<file path="src/rtl/twm_pkg.sv">
`timescale 1ns/1ps
package twm_pkg;

    typedef enum logic [2:0] {
        ST_IDLE,
        ST_START,
        ST_LOW,
        ST_HIGH,
        ST_STOP_LOW,
        ST_STOP_HIGH,
        ST_BUS_FREE
    } bus_state_e;

    localparam int FLAG_TXRDY  = 0;
    localparam int FLAG_TXCOMP = 1;
    localparam int FLAG_NACK   = 2;
    localparam int FLAG_NUM    = 3;

endpackage

</file>
<file path="src/rtl/twm_phase_timer.sv">
`timescale 1ns/1ps
module twm_phase_timer #(
    parameter int CNT_W = 16
) (
    input  logic             clk,
    input  logic             rst_n,
    input  logic             load,
    input  logic [CNT_W-1:0] len,
    output logic             expire
);

    logic [CNT_W-1:0] cnt;

    always_ff @(posedge clk or negedge rst_n) begin
        if (!rst_n) begin
            cnt <= '0;
        end else if (load) begin
            cnt <= len - CNT_W'(1);
        end else if (cnt != '0) begin
            cnt <= cnt - CNT_W'(1);
        end
    end

    assign expire = (cnt == '0);

endmodule

</file>
<file path="src/rtl/twm_shifter.sv">
`timescale 1ns/1ps
module twm_shifter #(
    parameter int BYTE_W = 8
) (
    input  logic              clk,
    input  logic              rst_n,
    input  logic              load,
    input  logic [BYTE_W-1:0] din,
    input  logic              advance,
    output logic              bit_out,
    output logic              ack_slot
);

    localparam int IDX_W = $clog2(BYTE_W + 1);

    logic [BYTE_W-1:0] sr;
    logic [IDX_W-1:0]  idx;

    always_ff @(posedge clk or negedge rst_n) begin
        if (!rst_n) begin
            sr  <= '0;
            idx <= '0;
        end else if (load) begin
            sr  <= din;
            idx <= '0;
        end else if (advance) begin
            sr  <= {sr[BYTE_W-2:0], 1'b0};
            idx <= idx + IDX_W'(1);
        end
    end

    assign bit_out  = sr[BYTE_W-1];
    assign ack_slot = (idx == IDX_W'(BYTE_W));

endmodule

</file>
<file path="src/rtl/twm_write_master.sv">
`timescale 1ns/1ps
module twm_write_master
    import twm_pkg::*;
#(
    parameter int DIV_W = 8,
    parameter int PRE_W = 3
) (
    input  logic             clk,
    input  logic             rst_n,
    input  logic             enable,
    input  logic [6:0]       dev_addr,
    input  logic [PRE_W-1:0] clk_pre,
    input  logic [DIV_W-1:0] div_lo,
    input  logic [DIV_W-1:0] div_hi,
    input  logic             tx_wr,
    input  logic [7:0]       tx_data,
    input  logic             stat_rd,
    input  logic [2:0]       irq_mask,
    input  logic             sda_in,
    output logic             scl_oe,
    output logic             sda_oe,
    output logic             txrdy,
    output logic             txcomp,
    output logic             nack,
    output logic             irq
);

    localparam int CNT_W  = DIV_W + (1 << PRE_W);
    localparam int BYTE_W = 8;

    bus_state_e state, state_n;

    logic             expire, tmr_load;
    logic [CNT_W-1:0] lo_len, hi_len, tmr_len;
    logic             sh_load, sh_adv, sh_bit, ack_slot;
    logic [BYTE_W-1:0] sh_din;
    logic [BYTE_W-1:0] hold;
    logic             hold_full;
    logic             start_go, busy_wr, byte_end, got_ack, pend;
    logic [BYTE_W-1:0] pend_data;
    logic             sda_want;

    assign lo_len = (CNT_W'(div_lo) << clk_pre) + CNT_W'(4);
    assign hi_len = (CNT_W'(div_hi) << clk_pre) + CNT_W'(4);

    assign start_go  = (state == ST_IDLE) && enable && tx_wr;
    assign busy_wr   = tx_wr && (state inside {ST_START, ST_LOW, ST_HIGH});
    assign byte_end  = (state == ST_HIGH) && expire && ack_slot;
    assign got_ack   = byte_end && !sda_in;
    assign pend      = hold_full || busy_wr;
    assign pend_data = busy_wr ? tx_data : hold;

    // next-state logic
    always_comb begin
        state_n = state;
        unique case (state)
            ST_IDLE:      if (start_go) state_n = ST_START;
            ST_START:     if (expire) state_n = ST_LOW;
            ST_LOW:       if (expire) state_n = ST_HIGH;
            ST_HIGH: begin
                if (expire) begin
                    if (!ack_slot)          state_n = ST_LOW;
                    else if (got_ack && pend) state_n = ST_LOW;
                    else                    state_n = ST_STOP_LOW;
                end
            end
            ST_STOP_LOW:  if (expire) state_n = ST_STOP_HIGH;
            ST_STOP_HIGH: if (expire) state_n = ST_BUS_FREE;
            ST_BUS_FREE:  if (expire) state_n = ST_IDLE;
            default:      state_n = ST_IDLE;
        endcase
    end

    always_ff @(posedge clk or negedge rst_n) begin
        if (!rst_n) state <= ST_IDLE;
        else        state <= state_n;
    end

    assign tmr_load = (state_n != state);
    assign tmr_len  = (state_n == ST_LOW || state_n == ST_STOP_LOW) ? lo_len : hi_len;

    twm_phase_timer #(.CNT_W(CNT_W)) u_timer (
        .clk    (clk),
        .rst_n  (rst_n),
        .load   (tmr_load),
        .len    (tmr_len),
        .expire (expire)
    );

    assign sh_load = start_go || (got_ack && pend);
    assign sh_din  = start_go ? {dev_addr, 1'b0} : pend_data;
    assign sh_adv  = (state == ST_HIGH) && expire && !ack_slot;

    twm_shifter #(.BYTE_W(BYTE_W)) u_shift (
        .clk      (clk),
        .rst_n    (rst_n),
        .load     (sh_load),
        .din      (sh_din),
        .advance  (sh_adv),
        .bit_out  (sh_bit),
        .ack_slot (ack_slot)
    );

    // output decode: SCL from state, SDA one cycle behind
    always_comb begin
        scl_oe = (state == ST_LOW) || (state == ST_STOP_LOW);
        unique case (state)
            ST_START, ST_STOP_LOW, ST_STOP_HIGH: sda_want = 1'b1;
            ST_LOW, ST_HIGH:                     sda_want = !ack_slot && !sh_bit;
            default:                             sda_want = 1'b0;
        endcase
    end

    always_ff @(posedge clk or negedge rst_n) begin
        if (!rst_n) sda_oe <= 1'b0;
        else        sda_oe <= sda_want;
    end

    // holding register and status flags
    always_ff @(posedge clk or negedge rst_n) begin
        if (!rst_n) begin
            hold      <= '0;
            hold_full <= 1'b0;
            txrdy     <= 1'b0;
            txcomp    <= 1'b0;
            nack      <= 1'b0;
        end else begin
            if (start_go) begin
                hold      <= tx_data;
                hold_full <= 1'b1;
                txrdy     <= 1'b0;
                txcomp    <= 1'b0;
            end else if (busy_wr) begin
                hold      <= tx_data;
                hold_full <= 1'b1;
                txrdy     <= 1'b0;
            end
            if (stat_rd) nack <= 1'b0;
            if (byte_end) begin
                if (sda_in) begin
                    nack      <= 1'b1;
                    hold_full <= 1'b0;
                end else begin
                    txrdy <= 1'b1;
                    if (pend) hold_full <= 1'b0;
                end
            end
            if (state == ST_BUS_FREE && expire) begin
                txcomp    <= 1'b1;
                hold_full <= 1'b0;
            end
        end
    end

    logic [FLAG_NUM-1:0] flags;
    always_comb begin
        flags              = '0;
        flags[FLAG_TXRDY]  = txrdy;
        flags[FLAG_TXCOMP] = txcomp;
        flags[FLAG_NACK]   = nack;
    end
    assign irq = |(flags & irq_mask);

endmodule

</file>
<file path="config.mk">
export PLATFORM = sky130hd
export DESIGN_NAME = twm_write_master
export DESIGN_NICKNAME = d
export VERILOG_FILES = /design/src/rtl/twm_pkg.sv /design/src/rtl/twm_phase_timer.sv /design/src/rtl/twm_shifter.sv /design/src/rtl/twm_write_master.sv
export SDC_FILE = /design/constraint.sdc
export NUM_CORES = 1
export LEC_CHECK = 0
export BUFFER_PORTS_ARGS = -buffer_cell sky130_fd_sc_hd__clkbuf_2
export CELL_PAD_IN_SITES_DETAIL_PLACEMENT = 1
export CELL_PAD_IN_SITES_GLOBAL_PLACEMENT = 1
export CORE_ASPECT_RATIO = 1.25
export CORE_UTILIZATION = 39
export DETAILED_ROUTE_END_ITERATION = 10
export HOLD_SLACK_MARGIN = 0.08
export PLACE_DENSITY = 0.74
export SYNTH_ARGS = -nofsm -noshare
export SYNTH_HDL_FRONTEND = slang
export SYNTH_SLANG_ARGS = --single-unit
export TNS_END_PERCENT = 5
</file>
<file path="constraint.sdc">
create_clock -name clk -period 5.1 [get_ports clk]
set_clock_uncertainty 0.1 [all_clocks]
set_input_delay 1.53 -clock clk [delete_from_list [all_inputs] [get_ports clk]]
set_output_delay 1.53 -clock clk [all_outputs]
set_load 0.005 [all_outputs]
</file>
# Word-level counts from Yosys, hierarchy flattened
# Cells that the tools add are included.
[word_totals]
elab_cells = 91
ff_bits = 44
in_bits = 43
output_inout_bits = 6
[op_classes]
n_shift = 2
n_mux = 36
addsub = 5
bitwise = 1
reduce_logical = 27
n_eq_ne = 10
[ops]
columns = ["cell", "count"]
rows = [
  ["$mux 16", 3],
  ["$mux 8", 5],
  ["$add 16x3->16 const B", 2],
  ["$shl 8x3->16", 2],
  ["$sub 16x1->16 const B", 2],
  ["$mux 3", 9],
  ["$pmux 3 s7", 1],
  ["$logic_not 16->1", 1],
  ["$reduce_bool 16->1", 1],
  ["$mux 1", 15],
  ["$eq 3x3->1 const B", 4],
  ["$logic_and 1x1->1", 10],
  ["$eq 3x2->1 const B", 3],
  ["$mux 4", 2],
  ["$reduce_bool 2->1", 3],
  ["$reduce_or 3->1", 2],
  ["$add 4x1->4 const B", 1],
  ["$eq 4x4->1 const B", 1],
  ["$logic_or 1x1->1", 4],
  ["$and 3x3->3", 1],
  ["$eq 3x1->1 const B", 1],
  ["$logic_not 1->1", 3],
  ["$logic_not 3->1", 1],
  ["$ne 3x3->1", 1],
  ["3 further kinds", 3],
]

# Longest topological paths before layout
# Gate-level depths: netlist of the first run.
[depth]
ltp_word = 14
ltp_mapped = 18
mapped_depth_nobuf = 16

# By module
# From an unflattened synthesis of the first run, not the netlist that was laid out.
[hier_totals]
hier_cells = 414
hier_area_um2 = 3798.6
[modules_own_cells]
columns = ["mod", "seq_area_each_um2", "n_inst", "cells_each", "area_per_inst_um2"]
rows = [
  ["twm_write_master", 400.4, 1, 229, 2014.4],
  ["twm_phase_timer", 400.4, 1, 129, 1197.4],
  ["twm_shifter", 300.3, 1, 56, 586.8],
]

# Least setup slack after synthesis of the first run
# OpenSTA, ideal clock, no wires.
[synth_timing]
kind = "in2reg"
from = "input port clk_pre[0]"
to = "register u_timer.cnt[13]"
setup_ps = 125
cell_stages = 16
path_slack_ps = 191
t_arrival_ps = 4684
t_required_ps = 4875
n_path_buf = 0
cell_sequence = "mux4_2 and2_1 and4_1 o21ai_0 nand3_1 ha_1 inv_1 a21oi_2 a32oi_1 o22ai_2 nor2_1 nor4b_4 a211o_4 nor4_4 nand3_1 mux2_4"
[synth_via]
elab_chain_cells = 5
elab_cells_between_ends = 7
cone_classes = "add/sub: 3; shift: 2; mux: 2"
[synth_lines]
columns = ["element", "line_no", "source"]
rows = [
  ["from (decl)", "twm_write_master.sv:12", "input logic [PRE_W-1:0] clk_pre,"],
  ["$shl 8x3->16, on equally long branches", "twm_write_master.sv:44, twm_write_master.sv:43", ""],
  ["$add 16x3->16, on equally long branches", "twm_write_master.sv:44, twm_write_master.sv:43", ""],
  ["$mux 16 *", "twm_write_master.sv:80", "assign tmr_len = (state_n == ST_LOW || state_n == ST_STOP_LOW) ? lo_len : hi_len;"],
  ["$sub 16x1->16 *", "twm_phase_timer.sv:18", "cnt <= len - CNT_W'(1);"],
  ["$mux 16 *", "twm_phase_timer.sv:17", "end else if (load) begin"],
  ["to (signal assigned)", "twm_phase_timer.sv:18", ""],
  ["to (signal assigned)", "twm_phase_timer.sv:20", "cnt <= cnt - CNT_W'(1);"],
  ["to (decl)", "twm_phase_timer.sv:12", "logic [CNT_W-1:0] cnt;"],
]
# Every way passes the cells marked *; elsewhere a longest branch is shown, timed or not.
# A chain may end at the register's enable or synchronous reset.

# Final worst setup path of the first run
[layout_timing]
from = "input port clk_pre[0]"
to = "register u_timer.cnt[12]"
# Same word-level chain as after synthesis.

==> impl_metrics.toml, run 1 <==
[clocking]
cts_buffer_depth = 2
path_clk_slew_ns = 0.06
insertion_delay_ns = 0.29
root_buffer = "clkbuf_16"
cts_buffers = 5
cts_sinks = 44
cts_htree_levels = 2
cts_tree = "done"

[global_routing]
overflow = 0
grt_max_degree = 45
grt_pass1_wl_um = 24300
antenna_found_initial = 0
grt.total_usage_pct = 26.2
grt_pass1_vias = 4817

[yosys]
synth_cells = 506
synth_top_area_share_pct = 24.9
yosysSeqAreaShare_pct = 24.9
synth_edf_count = 0
syn_area_mm2 = 0.00442
yosys_register_bits = 44
async_flop_share_pct = 100
yosys_most_used_dff = "dfrtp_1"
syn_area_per_cell_um2 = 8.73
synth_fp_nets = 553
yosys_warnings = 0
ys_types = 85
synth_area_leaders = "dfrtp_1, mux2_2, mux2i_1, mux4_2, nand2_1"
synth.largest_area_cell = "dfrtp_1"

[power]
combPwrFrac_pct = 51.8
pwr-share-clk_pct = 18.8
ir_drop_mv = 0.190
p_int_uw = 1130
power.density_mw_per_mm2 = 364
leakage_uw = 0.00226
power_switching_share_pct = 41.6
seq_power_share_pct = 29.4
p_sw_uw = 807

[sta]
post-route-min-period_ns = 4.96
drv_slew = 0
min_period_over_period_pct = 97.3
worst_slew_pin_slew_ns = 0.928
fin_ws_ns = 0.137
fmax_mhz = 202
hold_viol_final = 0
setup_viol_count_final = 0
slew_headroom_pct = 37.9

[critical_path]
cp_common_cell = "o21ai_1"
required_ns = 5.16
worstRegToRegCells = 16
critical_path_class = "in -> reg"
path_max_fanout = 5
cp_num_buf_inv = 1
cp.arrival_ns = 5.02
critical-path-top-delay-family = "simple AND/OR/NAND/NOR gates"
ff2ff_setup_slack_ns = 0.56
cp-end-kind = "flip-flop"
slowest_stage = "mux4_2"
r2r-end = "u_timer.cnt[12]"
reg2reg_from = "u_timer.cnt[15]"
start_kind = "input port"
max_stage_delay_ns = 0.53
path_cells = "clkbuf_2, mux4_2, and2_1, and4_1, o21ai_1, nand3_2, ha_1, nor4_2, o21ai_1, a311o_1, or4_4, nor3_4, nand3_1, mux2_1"

[routing]
drc = 0
dr.pass1.iters = 4
postRouteAntennaNets = 0
wl_um = 15300
first_iter_violations = 158
viasPerCell = 6.28
wl_per_cell_um = 21.1
vias = 4554

[worst_hold_path]
hp-start = "hold[0]"
hold_path.class = "reg -> reg"
hold_end = "hold[0]"
holdPathStages = 1

[die]
num_rows = 43
coreArea_mm2 = 0.0111
die-area_mm2 = 0.0118
ios = 49
start_util_pct = 39.9
die_w_um = 97.2
die_h_um = 121

[finish]
final_cells = 725
drive_above_1_share_pct = 33.6
area_growth_pct = 20.5
fin_nets = 636
diodes = 0

[placed_design]
dp_slack_ns = -0.260
post-dp-hpwl_um = 11900
dp.cells = 714
gp_congestion = 0.944
port_buffers = 48

[status]
status = "complete, no violations"

[run]
drv_cap = 0
cell usage in the layout, fill, tap and decap left out, drive strengths merged, types with 7 or more instances in the layout:
cell type  netlist  final
a211oi           7      7
mux2            32     32
o211ai           7      7
nor2            50     50
xor2             8      8
xnor2            7      7
a22oi            8      8
mux2i           22     22
and2             7      7
nand2           53     53
buf             18     57
dfrtp           44     44
mux4            10     10
a21oi           39     39
nor3            15     15
nand3           22     22
o21ai           26     26
inv             14     14
clkbuf          11     54
layout make-up:
cell class	instances	area, um^2
fillers	1350	5760
repair buffers	105	668
flip-flops and latches	44	1100
clock inverters	2	35.0
clock buffers	6	129
well taps	135	169
multi-input cells	419	3170
inverters	14	52.6
what timing repair did:
item,in CTS,in global routing
buffers inserted,0,3
hold buffers,0,0
setup endpoints to repair,0,7
gates resized for setup,0,15
power by group through the flow:
stage                     clock network [uW]  logic, uW  registers [uW]
final                                    364       1000             570
after detailed placement                   0        969             571
after global routing                     384       1090             583
after floorplan                            0        696             524
after CTS                                376        979             566
after global placement                     0        933             566
registers in the layout, summed over array words and instances (netlist names):
register	cells
u_timer.cnt	16
hold	8
u_shift.sr	8
u_shift.idx	4
state	3
hold_full	1
nack	1
sda_oe	1
txcomp	1
txrdy	1
stage by stage:
step           util, %  cell area [um^2]  hold WS, ns  TNS, ns  power [uW]
2_1_floorplan        -              4420        0.346        0        1220
3_3_place_gp      45.7              5070        0.388   -0.409        1500
3_5_place_dp      45.7              5070        0.394    -1.30        1540
4_1_cts           47.2              5230        0.407        0        1920
5_1_grt           48.0              5320        0.422  -0.0321        2060
6_report          48.0              5320        0.402        0        1940
worst max path at each step:
stage                     from         endpoint  slack [ns]  cells after the start
floorplan           clk_pre[0]  u_timer.cnt[13]        0.19                     16
global placement    clk_pre[0]  u_timer.cnt[13]       -0.12                     17
detailed placement  clk_pre[0]  u_timer.cnt[10]       -0.26                     15
CTS                 clk_pre[0]  u_timer.cnt[10]        0.03                     15
global route        clk_pre[1]  u_timer.cnt[10]       -0.02                     20
finish              clk_pre[0]  u_timer.cnt[12]        0.14                     14
cell usage after synthesis (5+ instances only):
master and number:
nand2_1 50, nor2_1 48, dfrtp_1 44, a21oi_1 28, mux2i_1 22, mux2_2 21
nand3_1 21, o21ai_0 21, inv_1 13, nor3_1 13, clkbuf_1 11, a21oi_2 9
buf_2 9, mux4_2 9, mux2_1 8, xor2_1 8, a22oi_1 7, o211ai_1 7
xnor2_1 7, and2_1 6, nand4_1 6, a21o_1 5, a31oi_1 5, a32oi_1 5
and4_1 5, nor2b_1 5
layer usage:
metal | GRT usage (%) | vias to the layer above | part of all wire, % | wire length (um)
met5 | 0 | - | 0 | 0
met4 | 19.5 | 0 | 5.8 | 887
met3 | 3.23 | 52 | 3.6 | 549
met2 | 46.7 | 141 | 52 | 7900
met1 | 28.5 | 2291 | 39 | 5980
li1 | - | 2070 | - | -
worst reg2reg max path: stages, from the launching register on:
cell and delay [ns]:
dfrtp_1 0.41, nor4_2 0.47, and3_4 0.39, nand2_4 0.24
a311o_1 0.36, nand3_2 0.08, ha_1 0.16, inv_1 0.08
a21oi_2 0.18, a32oi_2 0.14, o22ai_2 0.31, nor2_4 0.09
a311o_1 0.34, or4_4 0.45, nor3_4 0.17, nand3_1 0.11
mux2_1 0.35
logic make-up after synthesis:
logic type,Yosys count,share of synthesized area [%]
muxes,64,18.6
buffers and inverters,43,5.04
adders and majority gates,4,1.13
DFF,44,24.9
xor gates and xnor gates,15,2.97
AOI/OAI and AO/OA,144,24.2
and+or+nand+nor,192,23.2
Note: power is estimated with default switching activity, not from simulation.
==> run 2: changes to the inputs <==
--- a/config.mk
+++ b/config.mk
@@ -12,8 +12,9 @@
 export CORE_UTILIZATION = 39
 export DETAILED_ROUTE_END_ITERATION = 10
 export HOLD_SLACK_MARGIN = 0.08
-export PLACE_DENSITY = 0.74
+export PLACE_DENSITY = 0.75
 export SYNTH_ARGS = -nofsm -noshare
 export SYNTH_HDL_FRONTEND = slang
+export SYNTH_HIERARCHICAL = 1
 export SYNTH_SLANG_ARGS = --single-unit
 export TNS_END_PERCENT = 5
==> run 2 against run 1 <==
  * Worst hold slack worse by 0.020 ns
  * Design area fell by 16%
  * Total power down 13%
  * Critical path type is now reg -> reg
  * Non-clock buffer count down 28
  * Combinational power is 23% lower
  * First-iteration DRC count is 13% higher
==> impl_metrics.toml, run 2 <==
[critical_path]
critical-path-top-delay-family = "simple AND/OR/NAND/NOR gates"
cp.arrival_ns = 4.88
cp-end-kind = "flip-flop"
cp_num_buf_inv = 1
path_cells = "nor4_2, nand3_1, nor2_1, nand2_1, o2bb2ai_4, buf_4, mux4_2, a22o_1, o2111a_1, xnor2_1, or4b_1, o32a_1, nor4_4, or3b_1, o221ai_1"
critical_path_class = "reg -> reg"
slowest_stage = "or4b_1"
cp-startpoint = "u_timer/cnt[7]"
max_stage_delay_ns = 0.57
path_max_fanout = 8
required_ns = 5.20
reg2reg_from = "u_timer/cnt[7]"
start_kind = "flip-flop"

[finish]
reg.largest.list = "u_timer/cnt: 16 flops, hold: 8 flops, u_shift/sr: 8 flops"
diodes = 0
fin_nets = 521
largest_reg_flops = 16
area_growth_pct = 18.0
regMostFlops = "u_timer/cnt"
final_common_cell = "clkbuf_2"
mostFrequentLayoutCells = "clkbuf_2, dfrtp_1, nand2_1"
drive_above_1_share_pct = 25.1

[clocking]
cts_buffer_depth = 2
ctsHoldBuffers = 0
cts_htree_levels = 2
cts_buffers = 5
cts_tree = "done"
cts_sinks = 44
root_buffer = "clkbuf_16"
path_clk_slew_ns = 0.07
insertion_delay_ns = 0.29

[routing]
wl_per_cell_um = 16.8
wl_met2_um = 5230
drc = 0
viasPerCell = 5.59
wl_um = 10000
first_iter_violations = 179
postRouteAntennaNets = 0
wl_met1_um = 4490
dr.pass1.iters = 4
wl_met3_um = 139
top_layer = "met4"
vias = 3340

[global_routing]
overflow = 0
grt.total_usage_pct = 21.0
grt_pass1_vias = 3556
antenna_found_initial = 0
grt_max_degree = 40
grt_pass1_wl_um = 17400

[yosys]
async_flop_share_pct = 100
synth_xor_area_share_pct = 7.81
synth_area_leaders = "dfrtp_1, mux2i_1, mux4_2, xnor2_1, nand2_1"
synth_cells = 414
yosys_register_bits = 44
synth.largest_area_cell = "dfrtp_1"
syn_area_mm2 = 0.00380
yosys_most_used_dff = "dfrtp_1"
syn_area_per_cell_um2 = 9.18
ys_top_cells_by_count = "dfrtp_1, mux2i_1, nand2_1, nor2_1, o21ai_0"
yosys_warnings = 6
yosysSeqAreaShare_pct = 29.0
synthSimpleGateAreaFrac_pct = 20.2
synth_top_area_share_pct = 29.0
yosysMostFrequentCell = "dfrtp_1"
synth_top_family_by_area = "simple AND/OR/NAND/NOR gates"
synthAdderAreaFrac_pct = 1.65
ys_types = 74
muxShareOfSynthArea_pct = 17.6
synth_compound_area_share_pct = 18.7
synth_edf_count = 0

[die]
num_rows = 39
die-area_mm2 = 0.0101
start_util_pct = 40.8
die_w_um = 90.3
ios = 49
die_h_um = 112
coreArea_mm2 = 0.00932

[sta]
fmax_mhz = 209
worst_slew_pin_slew_ns = 0.899
setup_viol_count_final = 0
drv_slew = 0
slew_headroom_pct = 39.9
post-route-min-period_ns = 4.78
min_period_over_period_pct = 93.7
rsz0062_at_grt = "false"
finalSetupTns_ns = 0
hold_viol_final = 0

[status]
status = "complete, no violations"

[run]
drv_cap = 0

[placed_design]
gp_congestion = 0.871
post-dp-hpwl_um = 7720
port_buffers = 48

[worst_hold_path]
hp-start = "hold[1]"
hold_path.class = "reg -> reg"

[power]
ir_drop_mv = 0.175
leakage_uw = 0.00186
power.density_mw_per_mm2 = 377
total_power_uw = 1690
[run 2: what timing repair did]
action	CTS	global route
setup endpoints to repair	0	7
setup buffers	0	5
hold endpoints to repair	0	0
gates resized for setup	0	3
[run 2: cell families (layout without fill, tap and decap cells)]
| family | Yosys count | count (layout) |
|---|---|---|
| AO/OA/AOI/OAI | 94 | 94 |
| other | 1 | 2 |
| AND/OR/NAND/NOR | 144 | 144 |
| adder cells (fa/ha/maj) | 5 | 5 |
| flip-flops | 44 | 44 |
| multiplexers | 56 | 56 |
| XOR/XNOR | 33 | 33 |
| buffers and inverters | 37 | 96 |
[run 2: metal layers]
| metal | up-vias | GRT usage, % |
|---|---|---|
| met5 | - | 0 |
| met4 | 0 | 7.42 |
| met3 | 15 | 2.37 |
| met2 | 37 | 37.5 |
| met1 | 1646 | 26.1 |
| li1 | 1642 | - |
[run 2: cell type report]
class                      count  area [um^2]
tap                          123          154
timing repair buffer          77          470
sequential                    44         1100
clock buffer                   6          139
multi-input combinational    334         2540
clock inverter                 2         38.8
fill                        1088         4840
inverter                      11         41.3
[run 2: per-stage QoR]
step	instances	utilization (%)	setup slack, ns	hold WS, ns	area, um^2
after global routing	597	48.1	0.0133	0.413	4480
after detailed placement	584	45.7	0.0490	0.370	4260
final	597	48.1	0.320	0.382	4480
after global placement	584	45.7	0.177	0.358	4260
after floorplan	415	-	0.318	0.344	3800
after CTS	592	47.6	0.0635	0.386	4430
[run 2: tightest hold or removal path, stage by stage (launching register included)]
cell	delay, ns
dfrtp_1	0.32
nand2_1	0.06
o21ai_0	0.07
[run 2: path summary, 6_finish.rpt]
kind | endpoint | slack [ns] | depth (start not counted)
setup / recovery | u_timer/cnt[13] | 0.32 | 15
hold / removal | hold[1] | 0.38 | 2
setup reg to reg | u_timer/cnt[13] | 0.32 | 15
hold reg to reg | hold[1] | 0.38 | 2
max in group asynchronous | state[2] | 3.21 | 2
min in group asynchronous | u_timer/cnt[14] | 0.96 | 1
[run 2: report_power, final]
part	internal [uW]	leakage [uW]	switching [uW]
logic	371	0.00124	402
registers	435	0.000531	99.1
clock network	245	0.0000871	137
total	1050	0.00186	638
==> run 3: changes to the inputs <==
--- a/config.mk
+++ b/config.mk
@@ -9,10 +9,11 @@
 export CELL_PAD_IN_SITES_DETAIL_PLACEMENT = 1
 export CELL_PAD_IN_SITES_GLOBAL_PLACEMENT = 1
 export CORE_ASPECT_RATIO = 1.25
+export CORE_MARGIN = 4
 export CORE_UTILIZATION = 39
 export DETAILED_ROUTE_END_ITERATION = 10
 export HOLD_SLACK_MARGIN = 0.08
-export PLACE_DENSITY = 0.75
+export PLACE_DENSITY_LB_ADDON = 0.2
 export SYNTH_ARGS = -nofsm -noshare
 export SYNTH_HDL_FRONTEND = slang
 export SYNTH_HIERARCHICAL = 1
==> run 3 against run 2 <==
  * Final cell count down 0.17%
  * Sequential power about the same
  * Flip-flop and latch count unchanged
  * Critical path depth down 2
  * Sequential share of layout area up 0.26 points
  * Register-to-register slack better by 0.08 ns
  * Via count down 0.90%
  * Highest routed layer unchanged
==> impl_metrics.toml, run 3 (synthesis results as in run 2) <==
[die]
die_w_um = 96.3
die_h_um = 118
num_rows = 40
ios = 49
die-area_mm2 = 0.0114
start_util_pct = 39.7
coreArea_mm2 = 0.00956

[finish]
fin_util_pct = 46.4
fin_nets = 518
diodes = 0
final_common_cell = "clkbuf_2"
drive_above_1_share_pct = 24.5
postLayoutCellArea_mm2 = 0.00444
reg.largest.list = "u_timer/cnt: 16 flops, hold: 8 flops, u_shift/sr: 8 flops"
mostFrequentLayoutCells = "clkbuf_2, dfrtp_1, nand2_1, mux2i_1, nor2_1"
multi_input_area_mm2 = 0.00254
area_growth_pct = 16.8
largest_reg_flops = 16
final_cells = 596
regArea_mm2 = 0.00110
regMostFlops = "u_timer/cnt"
fillers = 1138

[routing]
dr.pass1.iters = 5
drc = 0
postRouteAntennaNets = 0
wl_um = 10200
vias = 3310
wl_per_cell_um = 17.1
viasPerCell = 5.55
first_iter_violations = 95

[critical_path]
path_cells = "clkbuf_2, buf_12, mux2i_1, mux2i_1, mux4_2, and2_1, o2111a_1, xnor2_1, or4b_1, o32a_1, nor4_4, or3b_1, o221ai_1"
path_max_fanout = 26
worstRegToRegCells = 16
ff2ff_setup_slack_ns = 0.40
r2r-end = "u_timer/cnt[13]"
critical_path_class = "in -> reg"
reg2reg_from = "u_timer/cnt[7]"
start_kind = "input port"
endpoint = "u_timer/cnt[13]"
cp-end-kind = "flip-flop"
cp.arrival_ns = 4.85
slowest_stage = "or4b_1"
required_ns = 5.20
cp_common_cell = "mux2i_1"
max_stage_delay_ns = 0.56
cp-startpoint = "clk_pre[0]"

[placed_design]
gp_congestion = 0.845
placed_area_mm2 = 0.00425
post-dp-hpwl_um = 7890
dp.cells = 586
port_buffers = 48

[clocking]
cts_buffer_depth = 2
cts_buffers = 5
insertion_delay_ns = 0.28
path_clk_slew_ns = 0.06
cts_tree = "done"
root_buffer = "clkbuf_16"
cts_sinks = 44
cts_htree_levels = 2

[global_routing]
overflow = 0
grt_pass1_vias = 3513
antenna_found_initial = 0
grt.total_usage_pct = 18.8
grt_pass1_wl_um = 17300
grt_max_degree = 42

[power]
power_switching_share_pct = 39.1
combPwrFrac_pct = 47.2
seq_power_share_pct = 33.3
ir_drop_mv = 0.184
pwr-share-clk_pct = 19.6
p_int_uw = 981
leakage_uw = 0.00183
p_sw_uw = 629
power.density_mw_per_mm2 = 363

[sta]
drv_slew = 0
rsz0062_at_grt = "false"
hold_viol_final = 0
fmax_mhz = 210
worst_slew_pin_slew_ns = 1.03
slew_headroom_pct = 30.4
min_period_over_period_pct = 93.2
setup_viol_count_final = 0
post-route-min-period_ns = 4.75
finalSetupTns_ns = 0

[status]
status = "complete, no violations"

[run]
drv_cap = 0

[worst_hold_path]
hold_path.class = "reg -> reg"
holdPathStages = 2
[run 3: what timing repair did]
item / 4_1_cts / 5_1_grt
endpoints found under the setup margin: 0 / 7
gates resized for setup: 0 / 4
setup buffers: 0 / 3
hold buffers: 0 / 0
[run 3: power groups by stage]
stage	combinational, uW	sequential, uW	clock, uW
2_1_floorplan	552	500	0
3_3_place_gp	705	533	0
3_5_place_dp	728	538	0
4_1_cts	732	534	325
5_1_grt	842	552	342
6_report	759	536	315
[run 3: worst min path at each step]
stage	startpoint	end	slack [ns]
floorplan	hold[1]	hold[1]	0.34
global placement	hold[7]	hold[7]	0.36
detailed placement	hold[5]	hold[5]	0.37
CTS	hold[5]	hold[5]	0.38
global route	hold[6]	hold[6]	0.43
finish	hold[5]	hold[5]	0.38
[run 3: worst max-delay path, delay by kind of cell]
kind | cells | cell delay, ns
AND/OR/NAND/NOR | 4 | 1.35
AO/OA/AOI/OAI | 3 | 0.46
buffers and inverters | 2 | 0.38
multiplexers | 3 | 0.98
XOR/XNOR | 1 | 0.13
[run 3: final cells by class]
type	count	area share, %
Clock buffer	5	2.82
Sequential cell	44	24.8
Clock inverter	2	0.282
Timing Repair Buffer	74	10.4
Tap cell	126	3.55
Multi-Input combinational cell	334	57.2
Inverter	11	0.931
[run 3: metrics by stage]
| stage | total power, uW | hold slack, ns | worst slack, ns |
|---|---|---|---|
| after floorplan | 1050 | 0.344 | 0.318 |
| after global placement | 1240 | 0.358 | 0.153 |
| after global routing | 1740 | 0.425 | 0.0191 |
| after CTS | 1590 | 0.384 | 0.119 |
| after detailed placement | 1270 | 0.369 | 0.0579 |
| final | 1610 | 0.381 | 0.346 |
[run 3: layer usage]
| layer | vias up | GRT usage (%) | share of wire, % |
|---|---|---|---|
| li1 | 1622 | - | - |
| met1 | 1647 | 25.1 | 45 |
| met2 | 34 | 32.0 | 52 |
| met3 | 7 | 2.42 | 1.8 |
| met4 | 0 | 4.00 | 0.90 |
| met5 | - | 0 | 0 |
